$ cat config.mk
export PLATFORM = sky130hd
export DESIGN_NAME = ide_irq_status_unit
export DESIGN_NICKNAME = d
export VERILOG_FILES = /design/src/rtl/ide_irq_pkg.sv /design/src/rtl/ide_chan_state.sv /design/src/rtl/ide_host_irq.sv /design/src/rtl/ide_irq_status_unit.sv
export SDC_FILE = /design/constraint.sdc
export NUM_CORES = 1
export LEC_CHECK = 0
export ABC_AREA = 1
export BUFFER_PORTS_ARGS = -buffer_cell sky130_fd_sc_hd__buf_2
export CAP_MARGIN = 30
export CORE_MARGIN = 5
export CORE_UTILIZATION = 35
export CTS_BUF_LIST = sky130_fd_sc_hd__clkbuf_2 sky130_fd_sc_hd__clkbuf_4 sky130_fd_sc_hd__clkbuf_8
export CTS_CLUSTER_SIZE = 10
export DETAILED_ROUTE_END_ITERATION = 12
export PLACE_DENSITY = 0.64
export SLEW_MARGIN = 20
export SYNTH_ARGS = -nofsm -noshare
export SYNTH_HDL_FRONTEND = slang
export SYNTH_SLANG_ARGS = --single-unit
export TNS_END_PERCENT = 20
$ cat constraint.sdc
create_clock -name clk_i -period 1.1 [get_ports clk_i]
set_input_delay 0.22 -clock clk_i [delete_from_list [all_inputs] [get_ports clk_i]]
set_output_delay 0.22 -clock clk_i [all_outputs]
set_load 0.03 [all_outputs]
$ cat src/rtl/ide_irq_pkg.sv
package ide_irq_pkg;
  localparam int NCH    = 2;
  localparam int DW     = 8;
  localparam int AW     = 3;
  localparam int PEND_LSB = 2;
  localparam int BLK_LSB  = 4;
  localparam logic [AW-1:0] A_CMD0  = 3'd0;
  localparam logic [AW-1:0] A_STAT0 = 3'd1;
  localparam logic [AW-1:0] A_CMD1  = 3'd2;
  localparam logic [AW-1:0] A_STAT1 = 3'd3;
  localparam logic [AW-1:0] A_MODE  = 3'd4;
  localparam logic [AW-1:0] A_CFG0  = 3'd5;
  localparam logic [AW-1:0] A_CFG1  = 3'd6;

  function automatic int alt_pos(input int ch);
    return (ch == 0) ? 1 : 4;
  endfunction
endpackage

$ cat src/rtl/ide_chan_state.sv
module ide_chan_state
  import ide_irq_pkg::*;
(
  input  logic          clk_i,
  input  logic          rst_ni,
  input  logic          irq_i,
  input  logic          err_i,
  input  logic          done_i,
  input  logic          cmd_we_i,
  input  logic          stat_we_i,
  input  logic [DW-1:0] wdata_i,
  input  logic          ext_clr_i,
  output logic [DW-1:0] cmd_o,
  output logic [DW-1:0] stat_o,
  output logic          pend_o,
  output logic          alt_o
);
  logic [DW-1:0] cmd_q;
  logic irq_prev_q, act_q, err_q, intr_q, pend_q, alt_q;
  logic rise, clr, start, stop;

  assign rise  = irq_i & ~irq_prev_q;
  assign clr   = ext_clr_i | (stat_we_i & wdata_i[2]);
  assign start = cmd_we_i & wdata_i[0] & ~cmd_q[0];
  assign stop  = (cmd_we_i & ~wdata_i[0]) | done_i;

  always_ff @(posedge clk_i or negedge rst_ni) begin
    if (!rst_ni) begin
      cmd_q      <= '0;
      irq_prev_q <= 1'b0;
      act_q      <= 1'b0;
      err_q      <= 1'b0;
      intr_q     <= 1'b0;
      pend_q     <= 1'b0;
      alt_q      <= 1'b0;
    end else begin
      irq_prev_q <= irq_i;
      if (cmd_we_i) cmd_q <= wdata_i;
      if (start)     act_q <= 1'b1;
      else if (stop) act_q <= 1'b0;
      if (err_i)                       err_q <= 1'b1;
      else if (stat_we_i & wdata_i[1]) err_q <= 1'b0;
      // set has priority over any clear
      if (rise) begin
        intr_q <= 1'b1;
        pend_q <= 1'b1;
        alt_q  <= 1'b1;
      end else if (clr) begin
        intr_q <= 1'b0;
        pend_q <= 1'b0;
        alt_q  <= 1'b0;
      end
    end
  end

  assign cmd_o  = cmd_q;
  assign stat_o = {{(DW-3){1'b0}}, intr_q, err_q, act_q};
  assign pend_o = pend_q;
  assign alt_o  = alt_q;


  views_agree_chk: assert property (@(posedge clk_i) disable iff (!rst_ni)
    (pend_q == intr_q) && (alt_q == intr_q));

  edge_sets_chk: assert property (@(posedge clk_i) disable iff (!rst_ni)
    (irq_i && !irq_prev_q) |=> (pend_o && alt_o && stat_o[2]));

  err_sets_chk: assert property (@(posedge clk_i) disable iff (!rst_ni)
    err_i |=> stat_o[1]);

  idle_when_stopped_chk: assert property (@(posedge clk_i) disable iff (!rst_ni)
    !cmd_o[0] |-> !stat_o[0]);
endmodule

$ cat src/rtl/ide_host_irq.sv
module ide_host_irq
  import ide_irq_pkg::*;
(
  input  logic           clk_i,
  input  logic           rst_ni,
  input  logic [NCH-1:0] pend_i,
  input  logic [NCH-1:0] intr_i,
  input  logic [NCH-1:0] blk_i,
  output logic           irq_o
);
  logic irq_q;
  logic [NCH-1:0] live;

  assign live = pend_i & intr_i & ~blk_i;

  always_ff @(posedge clk_i or negedge rst_ni) begin
    if (!rst_ni) irq_q <= 1'b0;
    else         irq_q <= |live;
  end

  assign irq_o = irq_q;


  host_irq_lag_chk: assert property (@(posedge clk_i) disable iff (!rst_ni)
    (|(pend_i & intr_i & ~blk_i)) |=> irq_o);

  blocked_quiet_chk: assert property (@(posedge clk_i) disable iff (!rst_ni)
    (&blk_i) |=> !irq_o);
endmodule

$ cat src/rtl/ide_irq_status_unit.sv
module ide_irq_status_unit
  import ide_irq_pkg::*;
(
  input  logic           clk_i,
  input  logic           rst_ni,
  input  logic [NCH-1:0] drv_irq_i,
  input  logic [NCH-1:0] dma_err_i,
  input  logic [NCH-1:0] dma_done_i,
  input  logic [AW-1:0]  reg_addr_i,
  input  logic           reg_we_i,
  input  logic [DW-1:0]  reg_wdata_i,
  output logic [DW-1:0]  reg_rdata_o,
  output logic           host_irq_o
);
  logic [DW-1:0] mode_store_q;
  logic [DW-1:0] cfg_store_q [NCH];
  logic [DW-1:0] cmd_v  [NCH];
  logic [DW-1:0] stat_v [NCH];
  logic [DW-1:0] cfg_v  [NCH];
  logic [NCH-1:0] pend, alt, intr, blk;
  logic [DW-1:0] mode_v;

  for (genvar g = 0; g < NCH; g++) begin : g_ch
    localparam int AP = alt_pos(g);
    localparam logic [AW-1:0] A_CMD  = AW'(2*g);
    localparam logic [AW-1:0] A_STAT = AW'(2*g+1);
    localparam logic [AW-1:0] A_CFG  = AW'(5+g);
    logic cmd_we, stat_we, cfg_we, mode_we, ext_clr;

    assign cmd_we  = reg_we_i && (reg_addr_i == A_CMD);
    assign stat_we = reg_we_i && (reg_addr_i == A_STAT);
    assign cfg_we  = reg_we_i && (reg_addr_i == A_CFG);
    assign mode_we = reg_we_i && (reg_addr_i == A_MODE);
    assign ext_clr = (mode_we && reg_wdata_i[PEND_LSB+g]) ||
                     (cfg_we && reg_wdata_i[AP]);

    ide_chan_state u_chan (
      .clk_i     (clk_i),
      .rst_ni    (rst_ni),
      .irq_i     (drv_irq_i[g]),
      .err_i     (dma_err_i[g]),
      .done_i    (dma_done_i[g]),
      .cmd_we_i  (cmd_we),
      .stat_we_i (stat_we),
      .wdata_i   (reg_wdata_i),
      .ext_clr_i (ext_clr),
      .cmd_o     (cmd_v[g]),
      .stat_o    (stat_v[g]),
      .pend_o    (pend[g]),
      .alt_o     (alt[g])
    );

    always_ff @(posedge clk_i or negedge rst_ni) begin
      if (!rst_ni)     cfg_store_q[g] <= '0;
      else if (cfg_we) cfg_store_q[g] <= reg_wdata_i;
    end

    always_comb begin
      cfg_v[g]     = cfg_store_q[g];
      cfg_v[g][AP] = alt[g];
    end

    assign intr[g] = stat_v[g][2];
    assign blk[g]  = mode_store_q[BLK_LSB+g];
  end

  always_ff @(posedge clk_i or negedge rst_ni) begin
    if (!rst_ni) mode_store_q <= '0;
    else if (reg_we_i && reg_addr_i == A_MODE) mode_store_q <= reg_wdata_i;
  end

  always_comb begin
    mode_v = mode_store_q;
    mode_v[PEND_LSB +: NCH] = pend;
  end

  always_comb begin
    case (reg_addr_i)
      A_CMD0:  reg_rdata_o = cmd_v[0];
      A_STAT0: reg_rdata_o = stat_v[0];
      A_CMD1:  reg_rdata_o = cmd_v[1];
      A_STAT1: reg_rdata_o = stat_v[1];
      A_MODE:  reg_rdata_o = mode_v;
      A_CFG0:  reg_rdata_o = cfg_v[0];
      A_CFG1:  reg_rdata_o = cfg_v[1];
      default: reg_rdata_o = '0;
    endcase
  end

  ide_host_irq u_host_irq (
    .clk_i  (clk_i),
    .rst_ni (rst_ni),
    .pend_i (pend),
    .intr_i (intr),
    .blk_i  (blk),
    .irq_o  (host_irq_o)
  );


  reset_quiet_chk: assert property (@(posedge clk_i) disable iff (!rst_ni)
    $rose(rst_ni) |-> !host_irq_o);
endmodule

==> qor.yml <==
status: "finished, violations left"
violations: "setup timing"
routabilityCongestion: 0.821
synth_fa_ha_area_share_pct: 0
synth-seq-cells: 45
finClkSkew_ns: 0.000814
path_class: "reg2out"
cts_tree: "built"
crit_required_ns: 0.88
hpwl_microns: 3930
cts_buffers: 5
crit_path_end_kind: "output port"
max_slew_margin_pct: 76.0
synth_edf_count: 0
area_growth_pct: 29.2
grt_use_total_pct: 15.5
wl_microns: 5530
drv_cap: 0
setup_viol: 8
tightestPinTransition_ns: 0.360
fmax_mhz: 667
die_h_microns: 89.3
hold_class: "in2reg"
synth_cells: 274
holdWs_ns: 0.0437
drc: 0
setup.worst_path.start_class: "register"
detail_route.vias_per_cell: 4.78
dp_slack_ns: -0.356
synth_nets: 294
start_util_pct: 35.3
p_per_area_nw_per_um2: 1490
synth-xor-area-share_pct: 0
drt_iter0_drc: 157
netlist-cell-type-count: 22
antenna_found_initial: 0
drt-wirelength-per-cell_microns: 13.6
async_flop_share_pct: 100
synth-simple-area-share_pct: 29.5
p_leak_uw: 0.00145
worst_slack_ns: -0.399
synth_compound_gate_area_share_pct: 10.8
grt_max_degree: 46
io_pins: 29
diodes: 0
syn_area_sq_um: 2200
firstDrtPassIters: 4
fin_crit_sh_pct: 136
grt_overflow: 0
die-area_sq_um: 7980
muxShareOfSynthArea_pct: 0
clockBufferDepth: 2
clk_root_buffer_cell: "clkbuf_8"
drive_gt1_share_pct: 31.4
die_w_microns: 89.3
htree_levels: 2
period_minus_slack_ns: 1.50
grt_pass1_vias: 2020
rsz0062_at_grt: "true"
synth-seq-area-share_pct: 51.1
hold_violations: 0
clkSlewWorstSetupHoldPaths_ns: 0.08
final_antenna_net_count: 0
grt_pass1_wl_microns: 9560
finalMaxSlewViolations: 0
clock_latency_ns: 0.29
core_sq_um: 6240
rows: 29
clock-sinks: 45
nNetsFinal: 348
final_util_pct: 45.6
worstPathArrival_ns: 1.28
cp_max_fo: 4
dr_total_vias: 1936
yosysWarnings: 0
synthFlopType: "dfrtp_1"
io_buffer_count: 28
synth_top_family_by_area: "simple AND/OR/NAND/NOR gates"
power_uw: 4240
avgSynthCellArea_sq_um: 8.04
peakVddDrop_mv: 0.592
==> metal layers <==
| metal | vias up | global-route usage (%) | share of wire [%] |
|---|---|---|---|
| met5 | - | 0 | 0 |
| met2 | 47 | 24.9 | 46 |
| met3 | 9 | 3.59 | 5.3 |
| met4 | 0 | 3.52 | 1.2 |
| met1 | 901 | 21.4 | 47 |
| li1 | 979 | - | - |
==> kinds of logic (layout without fill, tap and decap cells) <==
logic type,after synthesis,in the layout
AND/OR/NAND/NOR,149,149
AO/OA/AOI/OAI,41,41
buffers and inverters,39,93
flip-flops,45,45
==> final cells by class <==
class	count	area (sq um)
flip-flops and latches	45	1130
clock inverters	2	35.0
repair buffers	58	462
clock buffers	5	68.8
inverters	28	108
multi-input cells	190	948
well taps	77	96.3
fillers	638	3400
==> per-stage QoR <==
step / instance area (sq um) / setup TNS (ns) / cells
CTS: 2800 / -2.90 / 404
global route: 2850 / -3.29 / 405
floorplan: 2270 / -0.892 / 274
detailed placement: 2640 / -9.40 / 396
finish: 2850 / -2.68 / 405
global placement: 2640 / -8.28 / 396
==> sequential cells by signal, summed over array words and instances (netlist names) <==
register	cells
mode_store_q	6
g_ch.u_chan.irq_prev_q	2
g_ch.u_chan.cmd_o	16
cfg_store_q	14
g_ch.u_chan.err_q	2
g_ch.u_chan.act_q	2
g_ch.u_chan.intr_q	2
u_host_irq.irq_o	1
==> worst max-delay path: stages (launching register included) <==
cell,delay [ns]
dfrtp_2,0.45
buf_6,0.12
nand3_2,0.06
nand2_1,0.04
inv_1,0.04
nand4_1,0.10
buf_6,0.17
==> cell usage after synthesis (4+ instances only) <==
cell     number  area [sq um]
nand2_1      95           357
dfrtp_1      45          1130
o21ai_1      30           150
nand3_1      21           105
inv_1        20          75.1
nor2_1       15          56.3
inv_2         8          30.0
nand4_1       7          43.8
o21ai_2       7          61.3
buf_2         4          20.0
buf_4         4          30.0
nand2_2       4          25.0
==> timing repair <==
item | CTS | global route
endpoints found under the hold margin | 45 | 0
hold buffers | 1 | 0
resized for setup | 16 | 12
pin swaps | 3 | 8
setup buffers | 0 | 1
setup endpoints to repair | 8 | 10
==> final timing paths <==
| check | end | slack [ns] | startpoint | cells past startpoint |
|---|---|---|---|---|
| setup / recovery | reg_rdata_o[4] | -0.40 | g_ch[1].u_chan.intr_q$_DFFE_PN0P_ | 6 |
| hold / removal | g_ch[0].u_chan.irq_prev_q$_DFF_PN0_ | 0.04 | drv_irq_i[0] | 1 |
| setup reg to reg | u_host_irq.irq_o$_DFF_PN0_ | 0.13 | g_ch[1].u_chan.intr_q$_DFFE_PN0P_ | 4 |
| hold reg to reg | g_ch[0].u_chan.cmd_o[6]$_DFFE_PN0N_ | 0.49 | g_ch[0].u_chan.cmd_o[6]$_DFFE_PN0N_ | 2 |
| max in group asynchronous | cfg_store_q[11]$_DFFE_PN0P_ | 0.44 | rst_ni | 3 |
| min in group asynchronous | cfg_store_q[0]$_DFFE_PN0P_ | 0.42 | rst_ni | 3 |
==> layout by cell type (no fill, tap or decap) <==
cell type / netlist / final
nand2_1: 95 / 95
dfrtp_1: 45 / 44
o21ai_1: 30 / 31
buf_4: 4 / 25
buf_2: 4 / 19
inv_1: 20 / 18
nor2_1: 15 / 13
nand3_1: 21 / 12
inv_2: 8 / 9
nand3_2: 0 / 9
buf_6: 3 / 9
nand4_1: 7 / 7
o21ai_2: 7 / 7
clkbuf_8: 0 / 5
nor2_2: 3 / 4
nand2_2: 4 / 4
buf_12: 0 / 3
nor2_4: 1 / 2
inv_4: 0 / 1
nor3_4: 0 / 1
o22ai_1: 1 / 1
nand3_4: 1 / 1
a21o_1: 1 / 1
nor3_1: 1 / 1
o21bai_1: 1 / 1
clkinv_2: 0 / 1
bufinv_16: 0 / 1
dfrtp_2: 0 / 1
dlygate4sd3_1: 0 / 1
clkbuf_4: 0 / 1
==> power by group <==
| part | total, uW | switching [uW] | internal, uW | leakage (uW) |
|---|---|---|---|---|
| clock network | 1210 | 548 | 661 | 0.0000540 |
| logic | 943 | 534 | 409 | 0.000842 |
| registers | 2090 | 163 | 1930 | 0.000551 |
No activity file was read; power rests on OpenSTA's default activity.
